## src/rtl/ja_fifo_pkg.sv

```systemverilog
package ja_fifo_pkg;

  typedef enum logic [1:0] {
    OP_IDLE = 2'b00,
    OP_POP  = 2'b01,
    OP_PUSH = 2'b10,
    OP_SWAP = 2'b11
  } ja_op_e;

  function automatic ja_op_e op_of(input logic push, input logic pop);
    return ja_op_e'({push, pop});
  endfunction

endpackage

```

## src/rtl/ja_bit_store.sv

```systemverilog
module ja_bit_store #(
  parameter int LG_DEPTH = 6
) (
  input  logic                clk,
  input  logic                we,
  input  logic [LG_DEPTH-1:0] waddr,
  input  logic                wdata,
  input  logic                re,
  input  logic [LG_DEPTH-1:0] raddr,
  output logic                rdata
);
  localparam int ENTRIES = 2 ** LG_DEPTH;

  logic mem [ENTRIES];

  always_ff @(posedge clk) begin
    if (we) mem[waddr] <= wdata;
  end

  always_ff @(posedge clk) begin
    if (re) rdata <= mem[raddr];
  end
endmodule

```

## src/rtl/ja_ptr_ctrl.sv

```systemverilog
module ja_ptr_ctrl
  import ja_fifo_pkg::*;
#(
  parameter int LG_DEPTH = 6,
  localparam int PW = LG_DEPTH + 1
) (
  input  logic                clk,
  input  logic                recenter,
  input  logic                new_sel,
  input  logic                cur_sel,
  input  logic                wr_req,
  input  logic                rd_req,
  output logic                wr_ok,
  output logic                rd_ok,
  output logic                ovf_ev,
  output logic                udf_ev,
  output logic [LG_DEPTH-1:0] wr_addr,
  output logic [LG_DEPTH-1:0] rd_addr,
  output logic [PW-1:0]       wr_ptr,
  output logic [PW-1:0]       rd_ptr,
  output logic [PW-1:0]       fill_q,
  output logic [PW-1:0]       fill_nxt,
  output logic [PW-1:0]       depth_nxt
);
  localparam logic [PW-1:0] D_BIG   = PW'(2 ** LG_DEPTH);
  localparam logic [PW-1:0] D_SMALL = PW'(2 ** (LG_DEPTH - 1));

  logic [PW-1:0]       depth_cur, depth_new, last_idx;
  logic [PW:0]         dbl;
  logic [LG_DEPTH-1:0] amask;
  logic                full, empty;
  ja_op_e              op;

  function automatic logic [PW-1:0] bump(input logic [PW-1:0] p, input logic [PW-1:0] last);
    return (p == last) ? '0 : p + 1'b1;
  endfunction

  always_comb begin
    depth_cur = cur_sel ? D_BIG : D_SMALL;
    depth_new = new_sel ? D_BIG : D_SMALL;
    dbl       = {depth_cur, 1'b0} - (PW+1)'(1);
    last_idx  = dbl[PW-1:0];
    amask     = cur_sel ? {LG_DEPTH{1'b1}} : {1'b0, {(LG_DEPTH-1){1'b1}}};
    wr_addr   = wr_ptr[LG_DEPTH-1:0] & amask;
    rd_addr   = rd_ptr[LG_DEPTH-1:0] & amask;
    full      = (fill_q == depth_cur);
    empty     = (fill_q == '0);
    wr_ok     = wr_req & ~full;
    rd_ok     = rd_req & ~empty;
    ovf_ev    = wr_req & full;
    udf_ev    = rd_req & empty;
    op        = op_of(wr_ok, rd_ok);
    depth_nxt = recenter ? depth_new : depth_cur;
    if (recenter) begin
      fill_nxt = depth_new >> 1;
    end else begin
      unique case (op)
        OP_PUSH: fill_nxt = fill_q + 1'b1;
        OP_POP:  fill_nxt = fill_q - 1'b1;
        default: fill_nxt = fill_q;
      endcase
    end
  end

  always_ff @(posedge clk) begin
    fill_q <= fill_nxt;
    if (recenter) begin
      wr_ptr <= depth_new >> 1;
      rd_ptr <= '0;
    end else begin
      if (wr_ok) wr_ptr <= bump(wr_ptr, last_idx);
      if (rd_ok) rd_ptr <= bump(rd_ptr, last_idx);
    end
  end
endmodule

```

## src/rtl/ja_guard_band.sv

```systemverilog
module ja_guard_band #(
  parameter int LG_DEPTH = 6,
  parameter int GUARD    = 2,
  localparam int PW = LG_DEPTH + 1
) (
  input  logic          clk,
  input  logic          recenter,
  input  logic [PW-1:0] fill_nxt,
  input  logic [PW-1:0] depth_nxt,
  output logic          widen_q
);
  localparam logic [PW-1:0] G = PW'(GUARD);

  logic near_empty, near_full;

  always_comb begin
    near_empty = (fill_nxt <= G);
    near_full  = (fill_nxt >= depth_nxt - G);
  end

  always_ff @(posedge clk) begin
    if (recenter) widen_q <= 1'b0;
    else          widen_q <= near_empty | near_full;
  end
endmodule

```

## src/rtl/ja_elastic_fifo.sv

```systemverilog
module ja_elastic_fifo #(
  parameter int LG_DEPTH = 6,
  parameter int GUARD    = 2,
  localparam int PW = LG_DEPTH + 1
) (
  input  logic          clk,
  input  logic          rst,
  input  logic          depth_sel,
  input  logic          wr_en,
  input  logic          wr_bit,
  input  logic          rd_en,
  output logic          rd_bit,
  output logic [PW-1:0] fill_lvl,
  output logic          widen_req,
  output logic          ovf_pulse,
  output logic          udf_pulse
);
  logic                cur_sel, recenter, wr_req, rd_req;
  logic                wr_ok, rd_ok, ovf_ev, udf_ev, mem_q, zero_q;
  logic [LG_DEPTH-1:0] wr_addr, rd_addr;
  logic [PW-1:0]       wr_ptr, rd_ptr, fill_q, fill_nxt, depth_nxt, filler_q;

  always_comb begin
    recenter = rst | (depth_sel != cur_sel);
    wr_req   = wr_en & ~recenter;
    rd_req   = rd_en & ~recenter;
  end

  ja_ptr_ctrl #(.LG_DEPTH(LG_DEPTH)) u_ptr (
    .clk(clk), .recenter(recenter), .new_sel(depth_sel), .cur_sel(cur_sel),
    .wr_req(wr_req), .rd_req(rd_req), .wr_ok(wr_ok), .rd_ok(rd_ok),
    .ovf_ev(ovf_ev), .udf_ev(udf_ev), .wr_addr(wr_addr), .rd_addr(rd_addr),
    .wr_ptr(wr_ptr), .rd_ptr(rd_ptr), .fill_q(fill_q), .fill_nxt(fill_nxt),
    .depth_nxt(depth_nxt)
  );

  ja_bit_store #(.LG_DEPTH(LG_DEPTH)) u_store (
    .clk(clk), .we(wr_ok), .waddr(wr_addr), .wdata(wr_bit),
    .re(rd_ok), .raddr(rd_addr), .rdata(mem_q)
  );

  ja_guard_band #(.LG_DEPTH(LG_DEPTH), .GUARD(GUARD)) u_guard (
    .clk(clk), .recenter(recenter), .fill_nxt(fill_nxt),
    .depth_nxt(depth_nxt), .widen_q(widen_req)
  );

  always_ff @(posedge clk) begin
    cur_sel <= depth_sel;
    if (recenter) begin
      ovf_pulse <= 1'b0;
      udf_pulse <= 1'b0;
      zero_q    <= 1'b1;
      filler_q  <= fill_nxt;
    end else begin
      ovf_pulse <= ovf_ev;
      udf_pulse <= udf_ev;
      if (rd_req) zero_q <= udf_ev | (filler_q != '0);
      if (rd_ok && filler_q != '0) filler_q <= filler_q - 1'b1;
    end
  end

  assign rd_bit   = mem_q & ~zero_q;
  assign fill_lvl = fill_q;
endmodule

```

## config.mk

```make
export PLATFORM = sky130hd
export DESIGN_NAME = ja_elastic_fifo
export DESIGN_NICKNAME = d
export VERILOG_FILES = /design/src/rtl/ja_fifo_pkg.sv /design/src/rtl/ja_bit_store.sv /design/src/rtl/ja_ptr_ctrl.sv /design/src/rtl/ja_guard_band.sv /design/src/rtl/ja_elastic_fifo.sv
export SDC_FILE = /design/constraint.sdc
export NUM_CORES = 1
export LEC_CHECK = 0
export ABC_AREA = 1
export BUFFER_PORTS_ARGS = -buffer_cell sky130_fd_sc_hd__buf_2
export CAP_MARGIN = 5
export CORE_ASPECT_RATIO = 1.4
export CORE_UTILIZATION = 56
export CTS_CLUSTER_SIZE = 30
export DETAILED_ROUTE_END_ITERATION = 10
export PLACE_DENSITY = 0.81
export SYNTH_ARGS = -nofsm -noshare
export SYNTH_HDL_FRONTEND = slang
export SYNTH_SLANG_ARGS = --single-unit
```

## constraint.sdc

```tcl
create_clock -name clk -period 2.7 [get_ports clk]
set_input_delay 0.135 -clock clk [delete_from_list [all_inputs] [get_ports clk]]
set_output_delay 0.135 -clock clk [all_outputs]
set_load 0.05 [all_outputs]
```

==> impl_results.md <==
- Share of synthesized registers carrying an async set or reset: 0%
- Die Ht: 113.4 um
- Share of cells above drive strength 1: 19.23%
- WL per Instance: 16.38 um
- CP Launch Point: u_ptr.fill_q[0]$_DFF_P_
- # IOs: 17
- Die X: 81.59 um
- Cell Pwr Density: 596.4 nW/um^2
- Worst Path Arrival: 2940 ps
- Grt ovf: 0
- Clock Power Share: 36.4%
- Total CTS buffers: 9
- Comb power frac: 13.2%
- Yosys warns: 0
- Post-route cell area: 5714 um^2
- Final setup fails: 0
- Critical Path Fanout Max: 8
- Fin crit share: 99.73%
- FMAX: 371.4 MHz
- Largest net degree at the start of global routing: 65
- Minimum clock period: 2693 ps
- CTS tree: yes
- Max Buffers Root-to-Sink: 2
- EDFF count, synth: 78
- Synth unique cells: 41
- Core area: 8608 um^2
- Critical path capture point: u_guard.widen_q$_SDFF_PP0_
- Number of antenna violations at the first check in global routing: 0
- FF-to-FF setup slack: 7 ps
- First-pass GRT wire length: 18540 um
- Grt met1 use: 30.22%
- Mapped Avg Cell Area: 8.964 um^2
- Site Rows: 40
- GR peak layer: met2
- Hold Path Class: input pin to flop
- WS Path Type: flop to flop
- Max incr delay on CP: 340 ps
- Unrepaired setup endpoints after global routing: yes
- Placer Congestion: 0.9230
- Ys flop type: edfxtp_1
- Switching power: 0.0009059 W
- Mapped Area: 4966 um^2
- Crit. End Element: flop
- Final Power: 0.003408 W
- Fill cells: 687
- Clock Sinks: 98
- Leak pwr: 2.185 nW
- Path depth of the worst reg2reg path: 24
- Root Buffer: clkbuf_16
- FF-to-FF End: u_guard.widen_q$_SDFF_PP0_
- Register area share after synthesis: 55.23%
- Final wirelength: 11510 um
- Critical path's slowest cell: dfxtp_4
- Worst-path clk slew: 70 ps
- Post-route DRC: 0
- Placed Area: 5275 um^2
- Met3 usage: 6.320%
- Initial Util: 57.69%
- Syn_nets: 568
- Vias in the first global route: 3906
- Die area: 9253 um^2
- Global-route usage over all layers: 27.02%
- Hold path start: wr_en
- Type of origin of the critical path: flop
- CTS H-tree depth: 3
- Final nets: 607
- Cell Int Power: 0.002502 W
- Worst-path cell chain: inv_2 > nand3_4 > nor3_4 > nand3_2 > nand2_4 > inv_6 > ha_4 > inv_6 > nand2_2 > nand2_2 > nand2_2 > inv_2 > nand3_2 > nand4_1 > nand3_1 > nand2_1 > nand2_1 > ha_1 > nand2_1 > nor2_1 > nand3_1 > nand3_1 > nor2_1 > nor2_1
- Reg2reg start: u_ptr.fill_q[0]$_DFF_P_
- Max Transition Viols Final: 0
- Status: finished, final reports clean
- Worst-margin pin slew: 1008 ps
- Antenna diode count: 0
- DRT antenna net count: 0
- Vias per cell: 5.778
- Sequential Power Share: 50.4%
- Hold Fails Final Rpt: 0
- Critical path required time: 2950 ps
- DP HPWL: 7753 um
- DR vias: 4062
- Initial drt markers: 318
- Router iterations before antenna repair: 6
- Skew-Pair Late Insertion Delay: 350 ps
- #FFs+latches synth: 98
- Max Cap Viol: 0
- Core Util, Final: 66.38%
- Final clock skew: 6.563 ps
- Switch share: 26.58%
- Met2 Resource Use GR: 47.33%
- Syn Inst Count: 554
- Max rail drop VDD: 458.7 uV
- Slew margin rel.: 32.74%
- Area Growth Syn to Fin: 15.07%
- IO Port Bufs: 16
-- worst max-delay path, delay by kind of cell (launching register included) --
| family | cells | cell delay, ps |
|---|---|---|
| adder cells (fa/ha/maj) | 2 | 470 |
| buffers and inverters | 4 | 270 |
| flip-flops | 1 | 340 |
| AND/OR/NAND/NOR | 18 | 1500 |
-- logic make-up (layout without fill, tap and decap cells) --
group | after synthesis | in the layout | share of synthesized area [%]
xor gates and xnor gates | 7 | 7 | 1.235
buffers and inverters | 69 | 113 | 5.619
and+or+nand+nor | 284 | 284 | 25.42
adders and majority gates | 8 | 8 | 2.016
AOI/OAI and AO/OA | 88 | 88 | 10.48
DFF | 98 | 98 | 55.23
-- power groups by stage --
| stage | Clock [W] | Combinational, W | Sequential [W] |
|---|---|---|---|
| 3_3_place_gp | 0 | 0.000395 | 0.00175 |
| 6_report | 0.00124 | 0.000449 | 0.00172 |
| 5_1_grt | 0.00129 | 0.000497 | 0.00172 |
| 3_5_place_dp | 0 | 0.000405 | 0.00175 |
| 2_1_floorplan | 0 | 0.000253 | 0.00178 |
| 4_1_cts | 0.00125 | 0.000430 | 0.00172 |
-- registers in the layout, summed over array words and instances (netlist names) --
signal / count
u_store.mem: 64
cur_sel: 1
u_store.rdata: 1
udf_pulse: 1
u_ptr.wr_ptr: 7
filler_q: 7
ovf_pulse: 1
zero_q: 1
u_ptr.fill_q: 7
u_ptr.rd_ptr: 7
u_guard.widen_q: 1
-- layer usage --
metal | up-vias | part of all wire [%] | routed length, um
li1 | 1949 | - | -
met1 | 1902 | 37 | 4301
met2 | 176 | 53 | 6056
met3 | 35 | 6.5 | 751
met4 | 0 | 3.5 | 403
met5 | - | 0 | 0
-- worst min-delay path by stage --
| stage | endpoint | slack, ps | cells after the start |
|---|---|---|---|
| 2_1_floorplan | cur_sel$_DFF_P_ | 160 | 0 |
| 3_3_place_gp | cur_sel$_DFF_P_ | 340 | 1 |
| 3_5_place_dp | cur_sel$_DFF_P_ | 350 | 1 |
| 4_1_cts | ovf_pulse$_SDFF_PP0_ | 40 | 3 |
| 5_1_grt | ovf_pulse$_SDFF_PP0_ | 60 | 3 |
| 6_report | ovf_pulse$_SDFF_PP0_ | 40 | 3 |
-- through the flow --
stage          hold WS, ps  instances  setup TNS [ps]  setup WS [ps]
6_report             38.54        703               0          7.156
5_1_grt              62.58        703          -212.6         -212.6
4_1_cts              36.23        698               0          4.103
3_5_place_dp         347.8        675          -124.3         -124.3
3_3_place_gp         344.2        675               0          3.599
2_1_floorplan        162.7        554          -36.73         -36.73
-- cells in the final DEF (no fill, tap or decap), drive strengths merged, types with 2 or more instances in the layout --
cell type    n
ha           8
inv         55
buf         42
o21a         2
xnor2        3
xor2         4
edfxtp      78
nand2       98
o22ai        9
nand3       32
o211ai       2
o21ai       46
nor3b        3
nor2       134
clkbuf      11
dfxtp       20
clkinv       4
or2          2
nand4        7
a21boi       2
a21oi       17
nor3         7
o221ai       8
-- final cells by class --
| cell class | count | area, um^2 | area share, % |
|---|---|---|---|
| clock buffers | 11 | 252.7 | 4.423 |
| clock inverters | 5 | 36.28 | 0.6350 |
| inverters | 54 | 220.2 | 3.854 |
| multi-input cells | 387 | 2026 | 35.45 |
| flip-flops and latches | 98 | 2763 | 48.35 |
| well taps | 105 | 131.4 | 2.299 |
| repair buffers | 43 | 285.3 | 4.992 |
-- synth_stat cells, types with 3 or more instances --
| library cell | number | area (um^2) |
|---|---|---|
| nand3_1 | 27 | 135.1 |
| xor2_1 | 4 | 35.03 |
| nor3b_1 | 3 | 22.52 |
| a21oi_1 | 17 | 85.08 |
| inv_2 | 6 | 22.52 |
| nand2_1 | 96 | 360.4 |
| clkbuf_1 | 5 | 18.77 |
| buf_2 | 6 | 30.03 |
| nand4_1 | 5 | 31.28 |
| nor2_1 | 129 | 484.2 |
| edfxtp_1 | 78 | 2342 |
| nor3_1 | 4 | 20.02 |
| nand3_2 | 4 | 40.04 |
| ha_1 | 8 | 100.1 |
| o21ai_0 | 44 | 220.2 |
| xnor2_1 | 3 | 26.28 |
| inv_1 | 46 | 172.7 |
| o22ai_1 | 9 | 56.30 |
| nor3_2 | 3 | 30.03 |
| dfxtp_1 | 20 | 400.4 |
| o221ai_1 | 7 | 61.31 |
| nor2_2 | 3 | 18.77 |
-- what timing repair did --
| item | 4_1_cts | 5_1_grt |
|---|---|---|
| buffers inserted | 6 | 5 |
| hold buffers | 1 | 0 |
| endpoints found under the hold margin | 1 | 0 |
| pin swaps | 12 | 22 |
| setup endpoints to repair | 1 | 1 |
| resized for setup | 10 | 8 |
(Power assumes the default switching activity.)
